File: src/rtl/irq_halt_pkg.sv
package irq_halt_pkg;

   typedef enum logic [1:0] {
      SRC_NONE = 2'd0,
      SRC_NMI  = 2'd1,
      SRC_LVL  = 2'd2
   } irq_src_e;

   // restart address of maskable level idx
   function automatic logic [31:0] lvl_addr(input int base, input int step, input int idx);
      return 32'(base + step * idx);
   endfunction

endpackage

File: src/rtl/irq_edge_capture.sv
module irq_edge_capture #(
   parameter int                N_LVL    = 3,
   parameter int                IDX_W    = 2,
   parameter logic [N_LVL-1:0]  LVL_EDGE = 3'b100
) (
   input  logic              clk,
   input  logic              rst_n,
   input  logic [N_LVL-1:0]  req_i,
   input  logic              ack_i,
   input  logic [IDX_W-1:0]  ack_idx_i,
   output logic [N_LVL-1:0]  pend_o
);

   for (genvar i = 0; i < N_LVL; i++) begin : g_lvl
      if (LVL_EDGE[i]) begin : g_edge
         logic prev_q;
         logic pend_q;
         always_ff @(posedge clk or negedge rst_n) begin
            if (!rst_n) begin
               prev_q <= 1'b0;
               pend_q <= 1'b0;
            end else begin
               prev_q <= req_i[i];
               if (req_i[i] && !prev_q) begin
                  pend_q <= 1'b1;
               end else if (ack_i && (ack_idx_i == IDX_W'(i))) begin
                  pend_q <= 1'b0;
               end
            end
         end
         assign pend_o[i] = pend_q;
      end else begin : g_level
         assign pend_o[i] = req_i[i];
      end
   end

endmodule

File: src/rtl/irq_prio_sel.sv
module irq_prio_sel
   import irq_halt_pkg::*;
#(
   parameter int N_LVL    = 3,
   parameter int IDX_W    = 2,
   parameter int VEC_W    = 16,
   parameter int NMI_VEC  = 'h24,
   parameter int LVL_BASE = 'h2C,
   parameter int LVL_STEP = 8
) (
   input  logic              eval_i,
   input  logic              nmi_i,
   input  logic              ie_i,
   input  logic [N_LVL-1:0]  pend_i,
   input  logic [N_LVL-1:0]  mask_i,
   output logic              take_o,
   output logic              lvl_take_o,
   output logic [IDX_W-1:0]  idx_o,
   output logic [VEC_W-1:0]  vector_o
);

   logic [N_LVL-1:0] elig;
   logic             lvl_hit;
   irq_src_e         src;

   assign elig = pend_i & ~mask_i & {N_LVL{ie_i}};

   // ascending scan: the highest eligible level is kept
   always_comb begin
      lvl_hit = 1'b0;
      idx_o   = '0;
      for (int i = 0; i < N_LVL; i++) begin
         if (elig[i]) begin
            lvl_hit = 1'b1;
            idx_o   = IDX_W'(i);
         end
      end
   end

   always_comb begin
      if (!eval_i)      src = SRC_NONE;
      else if (nmi_i)   src = SRC_NMI;
      else if (lvl_hit) src = SRC_LVL;
      else              src = SRC_NONE;
   end

   always_comb begin
      case (src)
         SRC_NMI: vector_o = VEC_W'(NMI_VEC);
         SRC_LVL: vector_o = VEC_W'(lvl_addr(LVL_BASE, LVL_STEP, int'(idx_o)));
         default: vector_o = '0;
      endcase
   end

   assign take_o     = (src != SRC_NONE);
   assign lvl_take_o = (src == SRC_LVL);

endmodule

File: src/rtl/irq_run_state.sv
module irq_run_state (
   input  logic clk,
   input  logic rst_n,
   input  logic ie_set_i,
   input  logic ie_clr_i,
   input  logic halt_req_i,
   input  logic boundary_i,
   input  logic take_i,
   output logic ie_o,
   output logic halted_q_o,
   output logic eval_o
);

   logic ie_q;
   logic halt_pend_q;
   logic halted_q;

   always_ff @(posedge clk or negedge rst_n) begin
      if (!rst_n) begin
         ie_q <= 1'b0;
      end else if (take_i || ie_clr_i) begin
         ie_q <= 1'b0;
      end else if (ie_set_i) begin
         ie_q <= 1'b1;
      end
   end

   always_ff @(posedge clk or negedge rst_n) begin
      if (!rst_n) begin
         halt_pend_q <= 1'b0;
         halted_q    <= 1'b0;
      end else if (take_i) begin
         halt_pend_q <= 1'b0;
         halted_q    <= 1'b0;
      end else if (boundary_i && (halt_pend_q || halt_req_i)) begin
         halt_pend_q <= 1'b0;
         halted_q    <= 1'b1;
      end else if (halt_req_i) begin
         halt_pend_q <= 1'b1;
      end
   end

   assign ie_o       = ie_q;
   assign halted_q_o = halted_q;
   assign eval_o     = boundary_i || halted_q;

endmodule

File: src/rtl/irq_halt_ctrl.sv
module irq_halt_ctrl #(
   parameter int                N_LVL    = 3,
   parameter int                VEC_W    = 16,
   parameter int                NMI_VEC  = 'h24,
   parameter int                LVL_BASE = 'h2C,
   parameter int                LVL_STEP = 8,
   parameter logic [N_LVL-1:0]  LVL_EDGE = 3'b100
) (
   input  logic              clk,
   input  logic              rst_n,
   input  logic              ie_set_i,
   input  logic              ie_clr_i,
   input  logic              halt_req_i,
   input  logic              boundary_i,
   input  logic              nmi_i,
   input  logic [N_LVL-1:0]  lvl_req_i,
   input  logic [N_LVL-1:0]  lvl_mask_i,
   output logic              halted_o,
   output logic              take_o,
   output logic [VEC_W-1:0]  vector_o,
   output logic              ie_o
);

   localparam int IDX_W = (N_LVL > 1) ? $clog2(N_LVL) : 1;

   if (N_LVL < 1 || N_LVL > 8) begin : g_bad_lvl
      $error("irq_halt_ctrl: N_LVL must lie in 1..8");
   end
   if (VEC_W < 8 || VEC_W > 32) begin : g_bad_vec
      $error("irq_halt_ctrl: VEC_W must lie in 8..32");
   end
   if (LVL_STEP < 1) begin : g_bad_step
      $error("irq_halt_ctrl: LVL_STEP must be positive");
   end

   logic              eval;
   logic              halted_q;
   logic              lvl_take;
   logic [IDX_W-1:0]  take_idx;
   logic [N_LVL-1:0]  pend;

   irq_run_state u_run (
      .clk        (clk),
      .rst_n      (rst_n),
      .ie_set_i   (ie_set_i),
      .ie_clr_i   (ie_clr_i),
      .halt_req_i (halt_req_i),
      .boundary_i (boundary_i),
      .take_i     (take_o),
      .ie_o       (ie_o),
      .halted_q_o (halted_q),
      .eval_o     (eval)
   );

   irq_edge_capture #(
      .N_LVL    (N_LVL),
      .IDX_W    (IDX_W),
      .LVL_EDGE (LVL_EDGE)
   ) u_cap (
      .clk       (clk),
      .rst_n     (rst_n),
      .req_i     (lvl_req_i),
      .ack_i     (lvl_take),
      .ack_idx_i (take_idx),
      .pend_o    (pend)
   );

   irq_prio_sel #(
      .N_LVL    (N_LVL),
      .IDX_W    (IDX_W),
      .VEC_W    (VEC_W),
      .NMI_VEC  (NMI_VEC),
      .LVL_BASE (LVL_BASE),
      .LVL_STEP (LVL_STEP)
   ) u_sel (
      .eval_i     (eval),
      .nmi_i      (nmi_i),
      .ie_i       (ie_o),
      .pend_i     (pend),
      .mask_i     (lvl_mask_i),
      .take_o     (take_o),
      .lvl_take_o (lvl_take),
      .idx_o      (take_idx),
      .vector_o   (vector_o)
   );

   // an acceptance while halted wakes the core in the same cycle
   assign halted_o = halted_q && !take_o;

endmodule

File: config.mk
export PLATFORM = sky130hd
export DESIGN_NAME = irq_halt_ctrl
export DESIGN_NICKNAME = d
export VERILOG_FILES = /design/src/rtl/irq_halt_pkg.sv /design/src/rtl/irq_edge_capture.sv /design/src/rtl/irq_prio_sel.sv /design/src/rtl/irq_run_state.sv /design/src/rtl/irq_halt_ctrl.sv
export SDC_FILE = /design/constraint.sdc
export NUM_CORES = 1
export LEC_CHECK = 0
export BUFFER_PORTS_ARGS = -buffer_cell sky130_fd_sc_hd__buf_2
export CORE_AREA = 2 2 39 41
export DETAILED_ROUTE_END_ITERATION = 7
export DIE_AREA = 0 0 41 43
export GPL_TIMING_DRIVEN = 1
export PLACE_DENSITY = 0.65
export SYNTH_ARGS = -nofsm -noshare
export SYNTH_HDL_FRONTEND = slang
export SYNTH_SLANG_ARGS = --single-unit
File: constraint.sdc
create_clock -name clk -period 3.7 [get_ports clk]
set_input_delay 0.555 -clock clk [delete_from_list [all_inputs] [get_ports clk]]
set_output_delay 0.555 -clock clk [all_outputs]
set_load 0.01 [all_outputs]
### Yosys cells after proc, flatten, opt, wreduce, memory -nomap -nowiden

Index checks and enable logic that the tools add are counted.

* bits in registers: 5
* bits of input ports: 13
* output and inout bits: 19
* logic and storage cells: 44

* add/sub/neg operators: 1
* equal/unequal tests: 3
* multiplexer cells: 18
* bitwise gates (word level): 3
* reductions and logical operators: 14

Operator list (count)
* $pmux 16 s2: 1
* $mux 1: 13
* $mux 2: 4
* $reduce_bool 2->1: 4
* $add 6x5->7 const A: 1
* $and 3x3->3: 2
* $eq 2x2->1 const B: 2
* $logic_and 1x1->1: 4
* $logic_or 1x1->1: 3
* $not 3->3: 1
* $reduce_bool 3->1: 1
* $eq 2x1->1 const B: 1
* $logic_not 1->1: 2

### Depth between registers and ports, before layout

* depth in word-level cells: 13
* gate-level depth with buffers: 4
* mapped depth without buffers: 3

### Hierarchy

A second synthesis with hierarchy kept.

* cell total of the unflattened synthesis: 52
* area, all modules: 427.9 µm²

Modules (own cells, without submodules)
* irq_prio_sel: instances 1, cells each 32, area an instance 209.0 µm², sequential area each 0.0 µm²
* irq_run_state: instances 1, cells each 11, area an instance 112.6 µm², sequential area each 75.1 µm²
* irq_edge_capture: instances 1, cells each 8, area an instance 92.6 µm², sequential area each 50.0 µm²
* irq_halt_ctrl: instances 1, cells each 1, area an instance 13.8 µm², sequential area each 0.0 µm²

### Least setup slack after synthesis

OpenSTA, ideal clock, no wires.

* path kind: input to output
* start point: in lvl_req_i[1]
* end point: out halted_o
* arrival time: 1.402 ns
* required time: 3.145 ns
* slack: 1.743 ns
* stages: 3
* path buffers: 0
* cell sequence: nor2b_1 o21a_1 nor4b_1

* word-level cells in the longest chain between the ends: 10

Ends and longest elaborated chain
* start, declared: line irq_halt_ctrl.sv:16 `input logic [N_LVL-1:0] lvl_req_i,`
* $and 3x3->3 (2 in series): line irq_prio_sel.sv:26 `assign elig = pend_i & ~mask_i & {N_LVL{ie_i}};`
* $mux 1 (2 in series): line irq_prio_sel.sv:33 `if (elig[i]) begin`
* $mux 2: line irq_prio_sel.sv:43 `else if (lvl_hit) src = SRC_LVL;`
* $mux 2: line irq_prio_sel.sv:42 `else if (nmi_i) src = SRC_NMI;`
* $mux 2: line irq_prio_sel.sv:41 `if (!eval_i) src = SRC_NONE;`
* $reduce_bool 2->1: line irq_prio_sel.sv:55 `assign take_o = (src != SRC_NONE);`
* $logic_not 1->1: line irq_halt_ctrl.sv:88 `assign halted_o = halted_q && !take_o;`
* $logic_and 1x1->1: line irq_halt_ctrl.sv:88
* end, declared: line irq_halt_ctrl.sv:18 `output logic halted_o,`

No other way between the ends.

### Final worst setup path

Same ends and word-level chain as after synthesis.

==> flow_metrics.env <==
export IMPL_cap_violations=0
export IMPL_path_cells="buf_2, nor2b_1, o21a_1, nor4b_1, buf_2"
export IMPL_cp_required_ns=3.14
export IMPL_drtIter0Drc=9
export IMPL_port_buffers=19
export IMPL_routed_wl_um=821
export IMPL_postCtsHoldBufs=0
export IMPL_antenna_found_initial=0
export IMPL_outcome="finished, final reports clean"
export IMPL_finalCritPeriodShare=0.566
export IMPL_synth_top_area_frac=0.302
export IMPL_cts_resized=0
export IMPL_clockBufferDepth=2
export IMPL_fillers=153
export IMPL_clock_latency_ns=0.24
export IMPL_drc=0
export IMPL_wl_met2_um=379
export IMPL_nets=82
export IMPL_antenna_left=0
export IMPL_synth_edff_count=0
export IMPL_r2r_slack_ns=2.25
export IMPL_firstDrtPassIters=4
export IMPL_yosysWarnings=0
export IMPL_globalplace_congestion=0.793
export IMPL_rsz0062_at_grt="no"
export IMPL_grt_pass1_vias=309
export IMPL_grt_total_usage=0.106
export IMPL_route_met3_wl_um=73
export IMPL_cts_root_buffer="clkbuf_4"
export IMPL_cpMaxStageDelayCell="nor4b_1"
export IMPL_cts_sinks=5
export IMPL_die_h_um=43
export IMPL_hpwlAfterDp_um=655
export IMPL_dr_total_vias=396
export IMPL_core_area_um2=1380
export IMPL_setup_viol=0
export IMPL_cp_top_family="simple AND/OR/NAND/NOR gates"
export IMPL_cp_arrival_ns=1.54
export IMPL_slew_violations=0
export IMPL_critical_path_buf_inv_count=2
export IMPL_ys_types=21
export IMPL_hold_path_class="in2async"
export IMPL_max_freq_mhz=478
export IMPL_ios=32
export IMPL_syn_inst=47
export IMPL_yosys_area_top_type="dfrtp_1"
export IMPL_synth_cell_area_um2=414
export IMPL_syn_to_final_growth_pct=19.6
export IMPL_min_period_ns=2.09
export IMPL_hold_viol=0
export IMPL_cts_buffers=3
export IMPL_cts_tree="built"
export IMPL_tns_ns=0
export IMPL_timing_critical_path_depth=5
export IMPL_syn_avg_cell_area_um2=8.81
export IMPL_power_density_nw_per_um2=352
export IMPL_fin_skew_ns=0.000825
export IMPL_slowest_delay_ns=0.30
export IMPL_cp_start_kind="input port"
export IMPL_rows=14
export IMPL_n_antenna_cell=0
export IMPL_fin_util=0.358
export IMPL_initial_core_util=0.299
export IMPL_clkTransAtPathRegs_ns=0.04
export IMPL_worstPathMaxFanout=7
export IMPL_async_flop_share=1.00
export IMPL_post_cts_setup_buffer_count=0
export IMPL_ys_ff_latch=5
export IMPL_grt_ovfl_total=0
export IMPL_grt_max_degree=9
export IMPL_ctsHtreeMaxLevel=1
export IMPL_die_width_um=41
export IMPL_r2r_start="u_run.ie_o"
export IMPL_crit_type="in2out"
export IMPL_grt_first_pass_wirelength_um=1190
export IMPL_drive_above_1_share=0.324
export IMPL_met1_length_um=342
export IMPL_reg2reg_depth=3
export IMPL_synth_most_common_cell="buf_4"
export IMPL_leakagePower_nw=0.262
export IMPL_crit_top_cell="buf_2"
export IMPL_highest_signal_layer="met4"
export IMPL_wl_per_cell_um=9.77
export IMPL_setup_worst_path_end_class="output port"
export IMPL_vdd_drop_max_mv=0.129
export IMPL_seq_area_frac_synth=0.302
export IMPL_whs_ns=0.115
export IMPL_synth_ff_type="dfrtp_1"
export IMPL_r2r_end="u_run.halt_pend_q"
export IMPL_synthTopCellsByCount="12 x buf_4, 5 x dfrtp_1, 4 x nor2_1"
export IMPL_synth_area_leaders="dfrtp_1 30%, buf_4 22%, o32a_1 7.3%"
export IMPL_routed_via_density=4.71
export IMPL_die_area_um2=1760
==> worst max-delay path by stage <==
| stage | start | endpoint | slack (ns) |
|---|---|---|---|
| 2_1_floorplan | lvl_req_i[1] | halted_o | 1.74 |
| 6_report | lvl_req_i[1] | halted_o | 1.61 |
| 4_1_cts | lvl_req_i[1] | vector_o[2] | 1.61 |
| 5_1_grt | lvl_req_i[1] | halted_o | 1.54 |
| 3_5_place_dp | lvl_req_i[1] | vector_o[2] | 1.62 |
| 3_3_place_gp | lvl_req_i[1] | halted_o | 1.64 |
==> metrics by stage <==
stage | instances | worst slack, ns | instance area, um2 | total power, mW
after floorplan | 58 | 1.74 | 455 | 0.103
after global placement | 80 | 1.64 | 469 | 0.111
after detailed placement | 80 | 1.62 | 469 | 0.112
after CTS | 84 | 1.61 | 495 | 0.177
after global routing | 84 | 1.54 | 495 | 0.186
final | 84 | 1.61 | 495 | 0.175
==> flip-flops by register name (all words and copies together), names as in the netlist <==
register                   count
u_cap.g_lvl.g_edge.pend_q      1
u_cap.g_lvl.g_edge.prev_q      1
u_run.halt_pend_q              1
u_run.halted_q_o               1
u_run.ie_o                     1
==> power breakdown <==
| group | internal (mW) | switching (mW) |
|---|---|---|
| combinational | 0.0203 | 0.0247 |
| clock | 0.0408 | 0.0231 |
| sequential | 0.0602 | 0.00551 |
==> area by class of cell <==
| class | instances | area, um2 | share of cell area |
|---|---|---|---|
| repair buffers | 19 | 95.1 | 0.192 |
| flip-flops and latches | 5 | 125 | 0.253 |
| inverters | 2 | 7.51 | 0.0152 |
| clock buffers | 4 | 26.3 | 0.0530 |
| multi-input cells | 38 | 221 | 0.447 |
| well taps | 16 | 20.0 | 0.0404 |
==> layer usage <==
metal  up-vias  GRT usage
met5         -          0
met4         0      0.120
met3         4     0.0157
met2        29      0.147
met1       174      0.121
li1        189          -
==> layout by cell type (no fill, tap or decap), drive strengths merged <==
| cell type | instances |
|---|---|
| inv | 2 |
| nor4 | 1 |
| o21bai | 1 |
| buf | 19 |
| or2b | 1 |
| dfrtp | 5 |
| nor2 | 4 |
| nor2b | 2 |
| conb | 12 |
| nor4b | 1 |
| a2bb2oi | 1 |
| and3b | 1 |
| clkbuf | 4 |
| o32ai | 1 |
| nand3b | 1 |
| nor3 | 1 |
| o32a | 3 |
| o21ai | 4 |
| or4 | 3 |
| o21a | 1 |
==> logic make-up after synthesis <==
| kind of cell | share of synthesized area |
|---|---|
| compound gates | 0.199 |
| buf+inv | 0.263 |
| flops | 0.302 |
| other cells | 0.00905 |
| simple gates | 0.227 |
Note: power is estimated with default switching activity, not from simulation.
